==> config.mk <==
export PLATFORM = sky130hd
export DESIGN_NAME = interval_channel
export DESIGN_NICKNAME = d
export VERILOG_FILES = /design/src/rtl/interval_pkg.sv /design/src/rtl/interval_gate_ctl.sv /design/src/rtl/interval_elapsed.sv /design/src/rtl/interval_outgen.sv /design/src/rtl/interval_channel.sv
export SDC_FILE = /design/constraint.sdc
export NUM_CORES = 1
export LEC_CHECK = 0
export ABC_AREA = 1
export CAP_MARGIN = 20
export CORE_MARGIN = 2
export CORE_UTILIZATION = 40
export CTS_BUF_LIST = sky130_fd_sc_hd__clkbuf_8
export DETAILED_ROUTE_END_ITERATION = 6
export PLACE_DENSITY = 0.69
export RECOVER_POWER = 50
export SYNTH_ARGS = -nofsm -noshare
export SYNTH_HDL_FRONTEND = slang
export SYNTH_HIERARCHICAL = 1
export SYNTH_SLANG_ARGS = --single-unit
==> constraint.sdc <==
create_clock -name clk -period 7.3 [get_ports clk]
set_input_delay 2.19 -clock clk [delete_from_list [all_inputs] [get_ports clk]]
set_output_delay 2.19 -clock clk [all_outputs]
set_load 0.02 [all_outputs]
==> src/rtl/interval_pkg.sv <==
`timescale 1ns/1ps
package interval_pkg;

  typedef enum logic [2:0] {
    MODE_ONESHOT  = 3'd0,
    MODE_RETRIG   = 3'd1,
    MODE_RATE     = 3'd2,
    MODE_SQUARE   = 3'd3,
    MODE_SWSTROBE = 3'd4,
    MODE_HWSTROBE = 3'd5
  } tmode_e;

  // codes 6 and 7 alias the periodic modes
  function automatic tmode_e fold_mode(input logic [2:0] raw);
    case (raw)
      3'd6:    fold_mode = MODE_RATE;
      3'd7:    fold_mode = MODE_SQUARE;
      default: fold_mode = tmode_e'(raw);
    endcase
  endfunction

  function automatic logic gate_restarts(input tmode_e m);
    return (m == MODE_RETRIG) || (m == MODE_RATE) ||
           (m == MODE_SQUARE) || (m == MODE_HWSTROBE);
  endfunction

  function automatic logic gate_enables(input tmode_e m);
    return (m != MODE_RETRIG) && (m != MODE_HWSTROBE);
  endfunction

endpackage

==> src/rtl/interval_gate_ctl.sv <==
`timescale 1ns/1ps
module interval_gate_ctl
  import interval_pkg::*;
(
  input  logic   clk,
  input  logic   rst_n,
  input  logic   tick_en,
  input  logic   gate,
  input  logic   load,
  input  tmode_e mode,
  output logic   adv,
  output logic   clr,
  output logic   loaded
);

  logic gate_q;
  logic loaded_d;
  logic rise;
  logic run;

  always_comb begin
    rise     = gate & ~gate_q;
    clr      = load | (rise & gate_restarts(mode));
    run      = loaded & (gate | ~gate_enables(mode));
    adv      = tick_en & run & ~clr;
    loaded_d = loaded | load;
  end

  always_ff @(posedge clk or negedge rst_n) begin
    if (!rst_n) begin
      gate_q <= 1'b0;
      loaded <= 1'b0;
    end else begin
      gate_q <= gate;
      loaded <= loaded_d;
    end
  end

endmodule

==> src/rtl/interval_elapsed.sv <==
`timescale 1ns/1ps
module interval_elapsed #(
  parameter int CW = 16
) (
  input  logic          clk,
  input  logic          rst_n,
  input  logic          load,
  input  logic [CW-1:0] load_val,
  input  logic          clr,
  input  logic          adv,
  output logic [CW:0]   reload,
  output logic [CW:0]   el,
  output logic [CW-1:0] el_lo,
  output logic [CW-1:0] ph,
  output logic [CW-1:0] ph2
);

  localparam int            XW   = CW + 1;
  localparam logic [XW-1:0] FULL = XW'(1) << CW;
  localparam logic [XW-1:0] SAT  = '1;

  logic [XW-1:0] reload_d, el_d, ph_inc, step2;
  logic [CW-1:0] el_lo_d, ph_d, ph2_d;

  always_comb begin
    reload_d = reload;
    el_d     = el;
    el_lo_d  = el_lo;
    ph_d     = ph;
    ph2_d    = ph2;
    ph_inc   = {1'b0, ph} + XW'(1);
    step2    = {1'b0, ph2} + XW'(2);
    if (load) begin
      reload_d = (load_val == '0) ? FULL : {1'b0, load_val};
    end
    if (clr) begin
      el_d    = '0;
      el_lo_d = '0;
      ph_d    = '0;
      ph2_d   = '0;
    end else if (adv) begin
      el_d    = (el == SAT) ? el : el + XW'(1);
      el_lo_d = el_lo + CW'(1);
      ph_d    = (ph_inc == reload) ? '0 : ph_inc[CW-1:0];
      if (reload == XW'(1)) begin
        ph2_d = '0;
      end else if (step2 >= reload) begin
        ph2_d = CW'(step2 - reload);
      end else begin
        ph2_d = step2[CW-1:0];
      end
    end
  end

  always_ff @(posedge clk or negedge rst_n) begin
    if (!rst_n) begin
      reload <= FULL;
      el     <= '0;
      el_lo  <= '0;
      ph     <= '0;
      ph2    <= '0;
    end else begin
      reload <= reload_d;
      el     <= el_d;
      el_lo  <= el_lo_d;
      ph     <= ph_d;
      ph2    <= ph2_d;
    end
  end

endmodule

==> src/rtl/interval_outgen.sv <==
`timescale 1ns/1ps
module interval_outgen
  import interval_pkg::*;
#(
  parameter int CW = 16
) (
  input  tmode_e        mode,
  input  logic          gate,
  input  logic          loaded,
  input  logic [CW:0]   reload,
  input  logic [CW:0]   el,
  input  logic [CW-1:0] el_lo,
  input  logic [CW-1:0] ph,
  input  logic [CW-1:0] ph2,
  output logic          out_o,
  output logic [CW-1:0] count_o
);

  localparam int XW = CW + 1;

  logic [XW-1:0] half;

  always_comb begin
    half = (reload + XW'(1)) >> 1;
    if (!loaded) begin
      out_o   = (mode != MODE_ONESHOT);
      count_o = '0;
    end else begin
      case (mode)
        MODE_ONESHOT, MODE_RETRIG: begin
          out_o   = (el >= reload);
          count_o = reload[CW-1:0] - el_lo;
        end
        MODE_RATE: begin
          out_o   = ~gate | ~((ph == '0) && (el != '0));
          count_o = reload[CW-1:0] - ph;
        end
        MODE_SQUARE: begin
          out_o   = ~gate | ({1'b0, ph} < half);
          count_o = reload[CW-1:0] - ph2;
        end
        default: begin
          out_o   = (el != reload);
          count_o = reload[CW-1:0] - el_lo;
        end
      endcase
    end
  end

endmodule

==> src/rtl/interval_channel.sv <==
`timescale 1ns/1ps
module interval_channel
  import interval_pkg::*;
#(
  parameter int CW = 16
) (
  input  logic          clk,
  input  logic          rst_n,
  input  logic          tick_en,
  input  logic          gate,
  input  logic          load,
  input  logic [CW-1:0] load_val,
  input  logic [2:0]    mode,
  output logic [CW-1:0] count_o,
  output logic          out_o
);

  logic [1:0]    rst_sync;
  logic          rst_int_n;
  tmode_e        mode_e;
  logic          adv, clr, loaded;
  logic [CW:0]   reload, el;
  logic [CW-1:0] el_lo, ph, ph2;

  always_ff @(posedge clk or negedge rst_n) begin
    if (!rst_n) rst_sync <= '0;
    else        rst_sync <= {rst_sync[0], 1'b1};
  end
  assign rst_int_n = rst_sync[1];

  assign mode_e = fold_mode(mode);

  interval_gate_ctl u_gate (
    .clk     (clk),
    .rst_n   (rst_int_n),
    .tick_en (tick_en),
    .gate    (gate),
    .load    (load),
    .mode    (mode_e),
    .adv     (adv),
    .clr     (clr),
    .loaded  (loaded)
  );

  interval_elapsed #(.CW(CW)) u_elapsed (
    .clk      (clk),
    .rst_n    (rst_int_n),
    .load     (load),
    .load_val (load_val),
    .clr      (clr),
    .adv      (adv),
    .reload   (reload),
    .el       (el),
    .el_lo    (el_lo),
    .ph       (ph),
    .ph2      (ph2)
  );

  interval_outgen #(.CW(CW)) u_out (
    .mode    (mode_e),
    .gate    (gate),
    .loaded  (loaded),
    .reload  (reload),
    .el      (el),
    .el_lo   (el_lo),
    .ph      (ph),
    .ph2     (ph2),
    .out_o   (out_o),
    .count_o (count_o)
  );

endmodule

==> insert_results.sql <==
INSERT INTO impl_metrics (metric_group, metric, value, unit) VALUES
('status', 'run_status', 'finished, violations left', ''),
('status', 'violations', 'max-capacitance violations, max-slew violations', ''),
('cells_and_area', 'final_area', '0.00976', 'mm^2'),
('power_and_ir_drop', 'total_power', '1410', 'uW'),
('synth', 'synth_top_family_by_area', 'simple AND/OR/NAND/NOR gates', ''),
('sta', 'min_period_over_period', '0.989', ''),
('synth', 'synth.avg_cell_area', '6.51', 'um^2'),
('global_routing', 'grt_first_pass_wirelength', '42.1', 'mm'),
('synth', 'synth.cell_area', '0.00848', 'mm^2'),
('floorplan', 'design.core.area', '0.0209', 'mm^2'),
('power_and_ir_drop', 'leakagePower', '0.00495', 'uW'),
('clocking', 'cts_tree', 'done', ''),
('floorplan', 'die-area', '0.0224', 'mm^2'),
('routing', 'drc_errors', '0', ''),
('clocking', 'clk_path_buf_depth', '2', ''),
('sta', 'tightest_slew', '2.91', 'ns'),
('clocking', 'worstSkewPairLatency', '0.39', 'ns'),
('routing', 'post_dr_wirelength_cell', '16.1', 'um'),
('synth', 'yosys.area_share.simple', '0.353', ''),
('synth', 'synth_cells', '1302', ''),
('sta', 'timing.final.hold_violations', '0', ''),
('sta', 'max_freq', '139', 'MHz'),
('sta', 'setup_viol_count_final', '0', ''),
('clocking', 'clk_root_buffer_cell', 'sky130_fd_sc_hd__clkbuf_8', ''),
('global_routing', 'grt.overflow.total', '0', ''),
('sta', 'timing.final.ws_setup', '0.0835', 'ns'),
('synth', 'synth_sequential_area_ratio', '0.254', ''),
('setup_path', 'required', '5.11', 'ns'),
('synth', 'postSynthNetCount', '1398', ''),
('synth', 'synth-adder-area-share', '0.108', ''),
('placement', 'place_worst_setup_slack', '-0.395', 'ns'),
('flow_run', 'max_cap_violations', '1', ''),
('sta', 'period_needed', '7.22', 'ns'),
('sta', 'report.final.slew_viol_count', '53', ''),
('routing', 'router_iterations_before_antenna_repair', '5', ''),
('floorplan', 'floorplan.initialDensity', '0.406', ''),
('floorplan', 'boundaryPins', '41', ''),
('placement', 'dp.final_hpwl', '21.0', 'mm'),
('clocking', 'clock_sink_total', '86', ''),
('synth', 'synth_mux_area_frac', '0', ''),
('floorplan', 'fp.dieH', '150', 'um'),
('cells_and_area', 'proportion_of_layout_cells_with_a_drive_suffix_above_1', '0.114', ''),
('setup_path', 'cp_data_arrival_time', '5.03', 'ns'),
('routing', 'dr_total_vias', '8936', ''),
('cells_and_area', 'num-nets-final', '1477', ''),
('setup_path', 'timing.critical_path.to_type', 'output port', ''),
('global_routing', 'grt_antenna_before_repair', '0', ''),
('placement', 'detailed_place.area', '0.00952', 'mm^2'),
('synth', 'ys_async_sr_fraction', '1.00', ''),
('setup_path', 'critPathKind', 'in -> out', ''),
('clocking', 'cts-htree-levels', '3', ''),
('placement', 'buffer_ports.inserted', '40', ''),
('clocking', 'cts_inserted_buffers', '9', ''),
('routing', 'vias_per_cell', '5.38', ''),
('synth', 'synth.ff_latch_count', '86', ''),
('global_routing', 'grt_start_max_net_pins', '53', ''),
('sta', 'fin_setup_tns', '0', 'ns'),
('sta', 'timing.slew.headroom', '-0.940', ''),
('setup_path', 'crit_path_start_kind', 'input port', ''),
('routing', 'first_iter_violations', '790', ''),
('routing', 'routed_wirelength', '26.7', 'mm'),
('sta', 'worst_clock_skew', '0.0115', 'ns'),
('placement', 'place_congestion', '0.988', ''),
('synth', 'fraction_of_synthesized_cell_area_in_xor_and_xnor_cells', '0.0413', ''),
('floorplan', 'std_cell_rows', '53', ''),
('synth', 'synth.distinct_cells', '51', ''),
('setup_path', 'crit_path_max_fanout', '6', ''),
('power_and_ir_drop', 'pwr_density_cell', '144', 'mW/mm^2'),
('global_routing', 'number_of_global_route_vias_before_repair', '8200', ''),
('clocking', 'worst_setup_hold_path_clk_slew', '0.10', 'ns'),
('global_routing', 'grt_util_all_layers', '0.241', ''),
('min_path', 'timing.hold.worst.class', 'reg -> reg', ''),
('synth', 'synth_compound_gate_area_share', '0.147', ''),
('clocking', 'cts_setup_buffers', '0', ''),
('routing', 'route.antenna.remaining_nets', '0', ''),
('cells_and_area', 'syn2layout_area_growth', '15.1', '%'),
('power_and_ir_drop', 'vdd.ir_drop.worst', '0.0000934', 'V'),
('synth', 'ys_dominant_reg_cell', 'sky130_fd_sc_hd__dfrtp_1', ''),
('synth', 'synthesis.yosys.warnings', '6', ''),
('cells_and_area', 'diodes', '0', ''),
('synth', 'synth_edf_count', '0', ''),
('floorplan', 'die_width', '150', 'um');
## layout make-up
cell class	count	area (um^2)
Multi-Input combinational cell	1006	5600
Clock inverter	7	88.8
Tap cell	275	344
Clock buffer	9	124
Fill cell	2116	11100
Timing Repair Buffer	92	747
Inverter	186	703
Sequential cell	86	2150
## Yosys cell counts (14+ instances only)
library cell               instances  area [um^2]
sky130_fd_sc_hd__nor3_1           21          105
sky130_fd_sc_hd__nor2_1          120          450
sky130_fd_sc_hd__inv_1           171          642
sky130_fd_sc_hd__nand2_1         355         1330
sky130_fd_sc_hd__a21oi_1          71          355
sky130_fd_sc_hd__o22ai_1          14         87.6
sky130_fd_sc_hd__nand4_1          21          131
sky130_fd_sc_hd__clkbuf_1         16         60.1
sky130_fd_sc_hd__xor2_1           31          272
sky130_fd_sc_hd__ha_1             70          876
sky130_fd_sc_hd__nand3_1         111          556
sky130_fd_sc_hd__o21bai_1         24          180
sky130_fd_sc_hd__dfrtp_1          85         2130
sky130_fd_sc_hd__o21ai_0          58          290
## metal layers
layer	wire, um	global-route usage
met4	932	0.0971
met3	1420	0.0238
met2	12500	0.402
met1	11900	0.321
met5	0	0
## per-stage QoR
stage               hold WS [ns]  cells   util
floorplan                  0.331   1302      -
global placement           0.290   1645  0.456
detailed placement         0.287   1645  0.456
CTS                        0.301   1661  0.466
global route               0.364   1661  0.467
finish                     0.357   1661  0.467
## registers in the layout (all words and copies together), names as in the netlist
name and cells:
u_elapsed/el_lo 16, rst_sync 2, u_gate/loaded 1, u_gate/gate_q 1
u_elapsed/ph2 16, u_elapsed/ph 16, u_elapsed/reload 17, u_elapsed/el 17
## critical path, stage by stage
cell,delay [ns]
sky130_fd_sc_hd__clkdlybuf4s50_1,0.45
sky130_fd_sc_hd__inv_1,0.05
sky130_fd_sc_hd__nor2_2,0.12
sky130_fd_sc_hd__or2_4,0.17
sky130_fd_sc_hd__buf_4,0.13
sky130_fd_sc_hd__inv_4,0.05
sky130_fd_sc_hd__o22ai_1,0.14
sky130_fd_sc_hd__a21oi_1,0.06
sky130_fd_sc_hd__ha_2,0.19
sky130_fd_sc_hd__fa_1,0.38
sky130_fd_sc_hd__inv_2,0.07
sky130_fd_sc_hd__nand3_1,0.06
sky130_fd_sc_hd__nand2_1,0.10
sky130_fd_sc_hd__buf_4,0.13
sky130_fd_sc_hd__o21ai_0,0.08
sky130_fd_sc_hd__a21oi_1,0.27
sky130_fd_sc_hd__dlygate4sd2_1,0.38
## layout by cell type (no fill, tap or decap), types with 6 or more instances in the layout
| cell type | instances |
|---|---|
| sky130_fd_sc_hd__a21oi_1 | 64 |
| sky130_fd_sc_hd__a21oi_2 | 7 |
| sky130_fd_sc_hd__buf_4 | 52 |
| sky130_fd_sc_hd__clkbuf_8 | 9 |
| sky130_fd_sc_hd__clkdlybuf4s50_1 | 22 |
| sky130_fd_sc_hd__dfrtp_1 | 85 |
| sky130_fd_sc_hd__ha_1 | 69 |
| sky130_fd_sc_hd__inv_1 | 170 |
| sky130_fd_sc_hd__inv_2 | 12 |
| sky130_fd_sc_hd__nand2_1 | 351 |
| sky130_fd_sc_hd__nand2_2 | 10 |
| sky130_fd_sc_hd__nand3_1 | 110 |
| sky130_fd_sc_hd__nand3_2 | 6 |
| sky130_fd_sc_hd__nand4_1 | 21 |
| sky130_fd_sc_hd__nor2_1 | 116 |
| sky130_fd_sc_hd__nor2_2 | 13 |
| sky130_fd_sc_hd__nor3_1 | 20 |
| sky130_fd_sc_hd__nor4_1 | 12 |
| sky130_fd_sc_hd__o21ai_0 | 58 |
| sky130_fd_sc_hd__o21bai_1 | 23 |
| sky130_fd_sc_hd__o21bai_2 | 10 |
| sky130_fd_sc_hd__o22ai_1 | 14 |
| sky130_fd_sc_hd__xnor2_1 | 9 |
| sky130_fd_sc_hd__xor2_1 | 31 |
## final timing paths
kind	start	cells past startpoint	to	slack, ns
worst min-delay path	rst_sync[0]	0	rst_sync[1]	0.36
min in group asynchronous	rst_sync[1]	0	u_elapsed/el[6]	0.55
worst max register to register	rst_sync[1]	1	u_elapsed/ph[11]	3.38
max in group asynchronous	rst_sync[1]	1	u_elapsed/ph[11]	3.38
worst min register to register	rst_sync[0]	0	rst_sync[1]	0.36
worst max-delay path	mode[2]	17	count_o[4]	0.08
## logic make-up (layout without fill, tap and decap cells)
group	count (synthesis)	after routing
flops	86	86
other cells	1	1
fa+ha+maj	72	72
simple gates	685	685
compound gates	208	208
buf+inv	210	294
xor+xnor	40	40
## where the power goes
group          total [uW]  switching (uW)  leakage, uW  internal, uW
sequential            527            36.7      0.00115           490
combinational         510             305      0.00369           205
clock                 371             204     0.000106           167
total                1410             545      0.00495           862
## timing repair
action / 4_1_cts / 5_1_grt
endpoints found under the setup margin: 14 / 13
pin swaps: 2 / 10
hold buffers: 0 / 0
resized for setup: 43 / 32
gates cloned: 0 / 0
(Power assumes the default switching activity.)
